[src/rtl/ccg_pkg.sv]
// Package: shared encodings for the card clock generator.
// Assumes the control word places the divider in the low bits and the five
// control bits directly above it, at the offsets listed here.
package ccg_pkg;

    // Bus width code driven to the data-pin logic
    typedef enum logic [1:0] {
        BW_1BIT = 2'b00,
        BW_4BIT = 2'b01,
        BW_8BIT = 2'b10
    } bus_w_e;

    // Control bit offsets, counted from the bit just above the divider field
    localparam int OFS_EN    = 0;
    localparam int OFS_PSAVE = 1;
    localparam int OFS_BYP   = 2;
    localparam int OFS_W4    = 3;
    localparam int OFS_W8    = 4;
    localparam int CTRL_BITS = 5;

endpackage

[src/rtl/ccg_cfg_reg.sv]
// Module: control word register.
// Captures the divider and control bits on a write strobe and decodes the
// bus width into a registered code. The 8-bit select wins over the 4-bit one.
// Assumes a single-cycle write strobe in the master clock domain.
module ccg_cfg_reg #(
    parameter  int DIV_W = 8,
    localparam int REG_W = DIV_W + ccg_pkg::CTRL_BITS
) (
    input  logic             clk,
    input  logic             rst_n,
    input  logic             wr_en,
    input  logic [REG_W-1:0] wdata,
    output logic [DIV_W-1:0] div_val,
    output logic             en,
    output logic             psave,
    output logic             byp,
    output logic [1:0]       bus_width
);
    import ccg_pkg::*;

    bus_w_e width_code;

    // Decode the width selects of the incoming word, 8-bit first
    always_comb begin
        if (wdata[DIV_W + OFS_W8])
            width_code = BW_8BIT;
        else if (wdata[DIV_W + OFS_W4])
            width_code = BW_4BIT;
        else
            width_code = BW_1BIT;
    end

    // Hold the control fields until the next write
    always_ff @(posedge clk) begin
        if (!rst_n) begin
            div_val   <= '0;
            en        <= 1'b0;
            psave     <= 1'b0;
            byp       <= 1'b0;
            bus_width <= BW_1BIT;
        end else if (wr_en) begin
            div_val   <= wdata[DIV_W-1:0];
            en        <= wdata[DIV_W + OFS_EN];
            psave     <= wdata[DIV_W + OFS_PSAVE];
            byp       <= wdata[DIV_W + OFS_BYP];
            bus_width <= width_code;
        end
    end

endmodule

[src/rtl/ccg_mode_ctl.sv]
// Module: run and mode control.
// Registers the run request, which combines enable with power-save and bus
// activity. It also owns the active mode flag (bypass or divided). The flag
// flips only while the divided output and the bypass gate are both low, so
// the output multiplexer never switches during a pulse. Assumes div_q and
// gate_n come from the divider and the output stage.
module ccg_mode_ctl (
    input  logic clk,
    input  logic rst_n,
    input  logic en,
    input  logic psave,
    input  logic byp,
    input  logic bus_active,
    input  logic div_q,
    input  logic gate_n,
    output logic run_q,
    output logic byp_act,
    output logic run_div,
    output logic gate_req
);
    logic want_run;
    logic mode_ok;

    // Clock is wanted when enabled and not parked by power-save
    assign want_run = en & ~(psave & ~bus_active);
    // Requested mode already in force
    assign mode_ok  = (byp == byp_act);

    // Synchronise the run request into a single register stage
    always_ff @(posedge clk) begin
        if (!rst_n)
            run_q <= 1'b0;
        else
            run_q <= want_run;
    end

    // Adopt the requested mode only while both clock sources are quiet
    always_ff @(posedge clk) begin
        if (!rst_n)
            byp_act <= 1'b0;
        else if (!mode_ok && !div_q && !gate_n)
            byp_act <= byp;
    end

    // Route the run request to the source of the active mode
    assign run_div  = run_q & mode_ok & ~byp_act;
    assign gate_req = run_q & mode_ok &  byp_act;

endmodule

[src/rtl/ccg_divider.sv]
// Module: divide-by-2(N+1) counter.
// Counts master cycles up to the active limit and toggles the output when
// the limit is reached. The limit reloads from the control word only at the
// end of a high phase or while stopped low. A started high phase always runs
// to completion, even if the run request drops, so no runt pulse appears.
module ccg_divider #(
    parameter int DIV_W = 8
) (
    input  logic             clk,
    input  logic             rst_n,
    input  logic             run,
    input  logic [DIV_W-1:0] div_cfg,
    output logic             div_q,
    output logic [DIV_W-1:0] div_act
);
    logic [DIV_W-1:0] cnt;
    logic             at_limit;

    // Terminal count of the current phase
    assign at_limit = (cnt == div_act);

    // Count, toggle at the limit, reload the limit at low-phase boundaries
    always_ff @(posedge clk) begin
        if (!rst_n) begin
            cnt     <= '0;
            div_q   <= 1'b0;
            div_act <= '0;
        end else if (run || div_q) begin
            if (at_limit) begin
                cnt   <= '0;
                div_q <= ~div_q;
                if (div_q)
                    div_act <= div_cfg;
            end else begin
                cnt <= cnt + 1'b1;
            end
        end else begin
            cnt     <= '0;
            div_act <= div_cfg;
        end
    end

endmodule

[src/rtl/ccg_out_stage.sv]
// Module: output gate and multiplexer.
// A register on the falling master edge holds the bypass gate, so the AND
// with the master clock can only open or close while the clock is low. The
// multiplexer selects the gated master clock or the divided output. Assumes
// the mode flag changes only while both inputs of the multiplexer are low.
module ccg_out_stage (
    input  logic clk,
    input  logic rst_n,
    input  logic gate_req,
    input  logic byp_act,
    input  logic div_q,
    output logic gate_n,
    output logic card_clk
);
    // Update the bypass gate while the master clock is low
    always_ff @(negedge clk) begin
        if (!rst_n)
            gate_n <= 1'b0;
        else
            gate_n <= gate_req;
    end

    // Select the active clock source
    assign card_clk = byp_act ? (clk & gate_n) : div_q;

endmodule

[src/rtl/card_clk_gen.sv]
// Module: card clock generator top.
// Joins the control register, run and mode control, divider and output
// stage. Assumes a master clock of at most 100 MHz and that bus_active is
// synchronous to it.
module card_clk_gen #(
    parameter  int DIV_W = 8,
    localparam int REG_W = DIV_W + ccg_pkg::CTRL_BITS
) (
    input  logic             clk,
    input  logic             rst_n,
    input  logic             reg_wr,
    input  logic [REG_W-1:0] reg_wdata,
    input  logic             bus_active,
    output logic             card_clk,
    output logic [1:0]       bus_width
);
    logic [DIV_W-1:0] div_val;
    logic [DIV_W-1:0] div_act;
    logic             cfg_en;
    logic             cfg_psave;
    logic             cfg_byp;
    logic             run_q;
    logic             byp_act;
    logic             run_div;
    logic             gate_req;
    logic             div_q;
    logic             gate_n;

    ccg_cfg_reg #(.DIV_W(DIV_W)) u_cfg (
        .clk       (clk),
        .rst_n     (rst_n),
        .wr_en     (reg_wr),
        .wdata     (reg_wdata),
        .div_val   (div_val),
        .en        (cfg_en),
        .psave     (cfg_psave),
        .byp       (cfg_byp),
        .bus_width (bus_width)
    );

    ccg_mode_ctl u_mode (
        .clk        (clk),
        .rst_n      (rst_n),
        .en         (cfg_en),
        .psave      (cfg_psave),
        .byp        (cfg_byp),
        .bus_active (bus_active),
        .div_q      (div_q),
        .gate_n     (gate_n),
        .run_q      (run_q),
        .byp_act    (byp_act),
        .run_div    (run_div),
        .gate_req   (gate_req)
    );

    ccg_divider #(.DIV_W(DIV_W)) u_div (
        .clk     (clk),
        .rst_n   (rst_n),
        .run     (run_div),
        .div_cfg (div_val),
        .div_q   (div_q),
        .div_act (div_act)
    );

    ccg_out_stage u_out (
        .clk      (clk),
        .rst_n    (rst_n),
        .gate_req (gate_req),
        .byp_act  (byp_act),
        .div_q    (div_q),
        .gate_n   (gate_n),
        .card_clk (card_clk)
    );

endmodule

[config.mk]
export PLATFORM = sky130hd
export DESIGN_NAME = card_clk_gen
export DESIGN_NICKNAME = d
export VERILOG_FILES = /design/src/rtl/ccg_pkg.sv /design/src/rtl/ccg_cfg_reg.sv /design/src/rtl/ccg_mode_ctl.sv /design/src/rtl/ccg_divider.sv /design/src/rtl/ccg_out_stage.sv /design/src/rtl/card_clk_gen.sv
export SDC_FILE = /design/constraint.sdc
export NUM_CORES = 1
export LEC_CHECK = 0
export BUFFER_PORTS_ARGS = -buffer_cell sky130_fd_sc_hd__buf_2
export CAP_MARGIN = 15
export CORE_MARGIN = 3
export CORE_UTILIZATION = 35
export CTS_BUF_LIST = sky130_fd_sc_hd__clkbuf_4
export CTS_CLUSTER_DIAMETER = 120
export DETAILED_ROUTE_END_ITERATION = 8
export SYNTH_ARGS = -nofsm -noshare
export SYNTH_HDL_FRONTEND = slang
export SYNTH_SLANG_ARGS = --single-unit
[constraint.sdc]
create_clock -name clk -period 2 [get_ports clk]
set_input_delay 0.2 -clock clk [delete_from_list [all_inputs] [get_ports clk]]
set_output_delay 0.2 -clock clk [all_outputs]
set_load 0.05 [all_outputs]
# Yosys cells after proc, flatten, opt, wreduce, memory -nomap -nowiden
# Cells that the tools add are included.
# op_classes
addsub,1
n_eq_ne,4
mux,6
bitwise,12
n_reduce_logical,9
# op_table
op,n
$mux 8,3
$add 8x1->8 const B,1
$eq 8x8->1,1
$and 1x1->1,6
$not 1->1,6
$ne 2x1->1 const B,2
$reduce_and 2->1,2
$logic_not 1->1,3
$reduce_or 3->1,1
$logic_and 1x1->1,2
$mux 1,2
$mux 2,1
$eq 1x1->1,1
$logic_or 1x1->1,1
# word_totals
regBits,33
in_bits,17
out_inout_bits,3
word_cells,43

# Depth between registers and ports, before layout
# depth
word_depth,6
depth_mapped,7
depth_no_buf,4

# Hierarchy
# A second synthesis with hierarchy kept.
# unflattened
cells_unflattened,172
hier_area_um2,1664.1
# modules_own_cells
mod,n_inst,cells_each,area_each_um2,seq_area_each_um2
ccg_divider,1,113,1024.7,340.3
ccg_cfg_reg,1,43,510.5,260.2
ccg_mode_ctl,1,10,85.1,40.0
ccg_out_stage,1,6,43.8,20.0

==> impl_metrics.toml <==
[run_status]
status = "finished, violations left"
violations = "negative setup slack"

[cts]
cts_tree = "built"
clk_pin_slew_ps = 110
clk_latency_ps = 500

[final_layout]
syn2layout_area_growth_pct = 24.0
fin_cells = 262
fin_nets = 229
fin_util = 0.462
nFillCells = 408
drive_gt1_frac = 0.198
final_area_um2 = 1900
diodes = 0

[timing]
rsz0062_at_grt = "yes"
layout_setup_ws_ps = -341
finalSetupViolCount = 2
max-slew-margin-rel = 0.713
worstMarginPinSlew_ps = 429
drv_slew = 0
timing_hold_violations_final = 0
fin_setup_tns_ps = -341
worst_clock_skew_ps = 60.0
hold_slack_ps = 213

[logic_synthesis]
yosys.area_share.simple = 0.232
synthAdderAreaFrac = 0.00817
synth-compound-area-share = 0.108
synth.top_cell.area_share = 0.431
syn_area_um2 = 1530
syn_avg_cell_area_um2 = 8.80
synthXorXnorAreaFrac = 0.0801
ys_seq_elements = 33
ys_async_sr_fraction = 0
synth_largest_area_cell = "dfxtp_1"
synth_top_family_by_area = "simple AND/OR/NAND/NOR gates"
ys.flop_type = "dfxtp_1"
syn_nets = 192
synthTopCellsByCount = "dfxtp_1 (33), nor2_1 (22), nand3_1 (13)"
ys_warn_count = 0
netlist_top_cells_area = "dfxtp_1 (43%), mux2i_1 (7.8%), xnor2_1 (5.7%), nor2_1 (5.4%), o311ai_1 (4.6%)"
yosysMostFrequentCell = "dfxtp_1"
synth_edf_count = 0
synth_cell_types = 30
yosysSeqAreaShare = 0.431
synth.area.mux_share = 0.0784
synth_cells = 174

[critical_path]
worstSetupEndpoint = "card_clk"
path_class = "flop to output port"
endpoint_kind = "output port"
critPathMaxStageDelay_ps = 320
start_kind = "flop"
worst_path_max_delay_cell = "dfxtp_2"
startpoint = "u_out.gate_n"
rr_endpoint = "u_mode.byp_act"
cp.depth = 3
cp_data_arrival_time_ps = 2140
critPathTopFamily = "flip-flops"
r2r_cells = 3
worstPathMaxFanout = 2
crit_buf_inv = 1
rrSetupSlack_ps = 180
cp_cell_sequence = "nand3_2, o21ai_2, buf_6"
r2r_start = "u_out.gate_n"
worstPathRequired_ps = 1800

[die]
die_h_um = 72.2
dieArea_um2 = 5210
start_util = 0.372
io_pins = 20
die_w_um = 72.2
design.core.area_um2 = 4120
row_count = 23

[power_and_ir_drop]
switching_share = 0.286
clkPwrFrac = 0.351
fin_total_pwr_mw = 1.35
switchingPower_mw = 0.387
vdd_drop_max_uv = 412
p_leak_nw = 0.739
pwr-share-comb = 0.130
p_int_mw = 0.968
p_per_area_nw_per_um2 = 713
seqPwrFrac = 0.519

[drt]
final_antenna_net_count = 0
drt_wl_total_um = 3300
first_pass_iters = 4
drc = 0
wl_per_cell_um = 12.6
drt-initial-drc-count = 32
via_count = 1328
vias_per_cell = 5.07

[global_routing]
grt-ovfl-total = 0
antenna_found_initial = 0
grt_pass1_wl_um = 5490
first_global_vias = 1206
grtUsageTotal = 0.135
grt_max_degree = 28

[placed_design]
pre_cts_ws_ps = 72.6
postPlaceCellArea_um2 = 1660
place.gp.congestion = 0.699
io_buffers = 19
dp.cells = 236
dp_hpwl_um = 2050

[run]
maxCapViolCount = 0

[min_path]
hold_class = "primary input to flop"
## worst reg2reg max path, cell delays in order, from the launching register on
cell and delay (ps):
dfxtp_2 310, buf_4 130, o21ai_0 140, a21oi_1 80
## cell usage in the layout (no fill, tap or decap), types with 2 or more instances in the layout
cell type       n
o311ai_1        8
nand2_1        11
mux2i_1        12
xnor2_1        10
buf_4           7
a21oi_1         3
clkbuf_4        8
buf_2          18
o21ai_0         2
a31oi_1         8
nor2_1         22
nor3_1          7
xor2_1          4
or3_1           9
nand3_1        12
dfxtp_1        32
nand4_1         2
dlygate4sd3_1  14
inv_1           5
and3_1          2
## worst min-delay path by stage
| stage | start | end | slack [ps] | cells after the start |
|---|---|---|---|---|
| floorplan | bus_active | u_mode.run_q | 330 | 2 |
| global placement | u_cfg.psave | u_mode.run_q | 420 | 1 |
| detailed placement | u_cfg.psave | u_mode.run_q | 420 | 1 |
| CTS | reg_wr | u_cfg.bus_width[0] | 190 | 3 |
| global route | reg_wr | u_cfg.bus_width[0] | 230 | 3 |
| finish | reg_wr | u_cfg.bus_width[0] | 210 | 3 |
## cells by family (layout without fill, tap and decap cells)
logic type,count (synthesis),after routing
xor gates and xnor gates,14,14
and+or+nand+nor,72,72
buffers and inverters,18,56
AOI/OAI and AO/OA,24,24
muxes,12,12
adders and majority gates,1,1
DFF,33,33
## sequential cells by signal, summed over array words and instances, names as in the netlist
signal and flops:
u_out.gate_n 1, u_cfg.byp 1, u_div.cnt 8, u_cfg.div_val 8, u_cfg.bus_width 2, u_cfg.en 1
u_mode.run_q 1, u_mode.byp_act 1, u_div.div_q 1, u_div.div_act 8, u_cfg.psave 1
## metal layers
layer,vias to the layer above,routed length [µm],global-route usage,part of all wire
met5,-,0,0,0
met4,0,40,0.0731,0.012
met1,606,1680,0.179,0.51
met2,32,1450,0.193,0.44
met3,5,132,0.0416,0.040
li1,685,-,-,-
## layout make-up
cell class / instances / area (µm²) / share of cell area
well taps: 50 / 62.6 / 0.0329
inverters: 4 / 15.0 / 0.00791
repair buffers: 39 / 283 / 0.149
clock buffers: 9 / 71.3 / 0.0375
multi-input cells: 123 / 785 / 0.413
clock inverters: 4 / 21.3 / 0.0112
flip-flops and latches: 33 / 662 / 0.348
## power by group through the flow
stage | clock network, mW | logic (mW) | registers (mW)
floorplan | 0.00841 | 0.107 | 0.718
global placement | 0.00879 | 0.155 | 0.717
finish | 0.475 | 0.176 | 0.703
global route | 0.523 | 0.195 | 0.708
CTS | 0.497 | 0.176 | 0.703
detailed placement | 0.00879 | 0.155 | 0.718
## what timing repair did
action	in CTS	in global routing
endpoints found under the hold margin	14	0
gates resized for setup	4	0
setup buffers	1	0
hold buffers	14	0
setup endpoints to repair	2	2
Note: power is estimated with default switching activity, not from simulation.
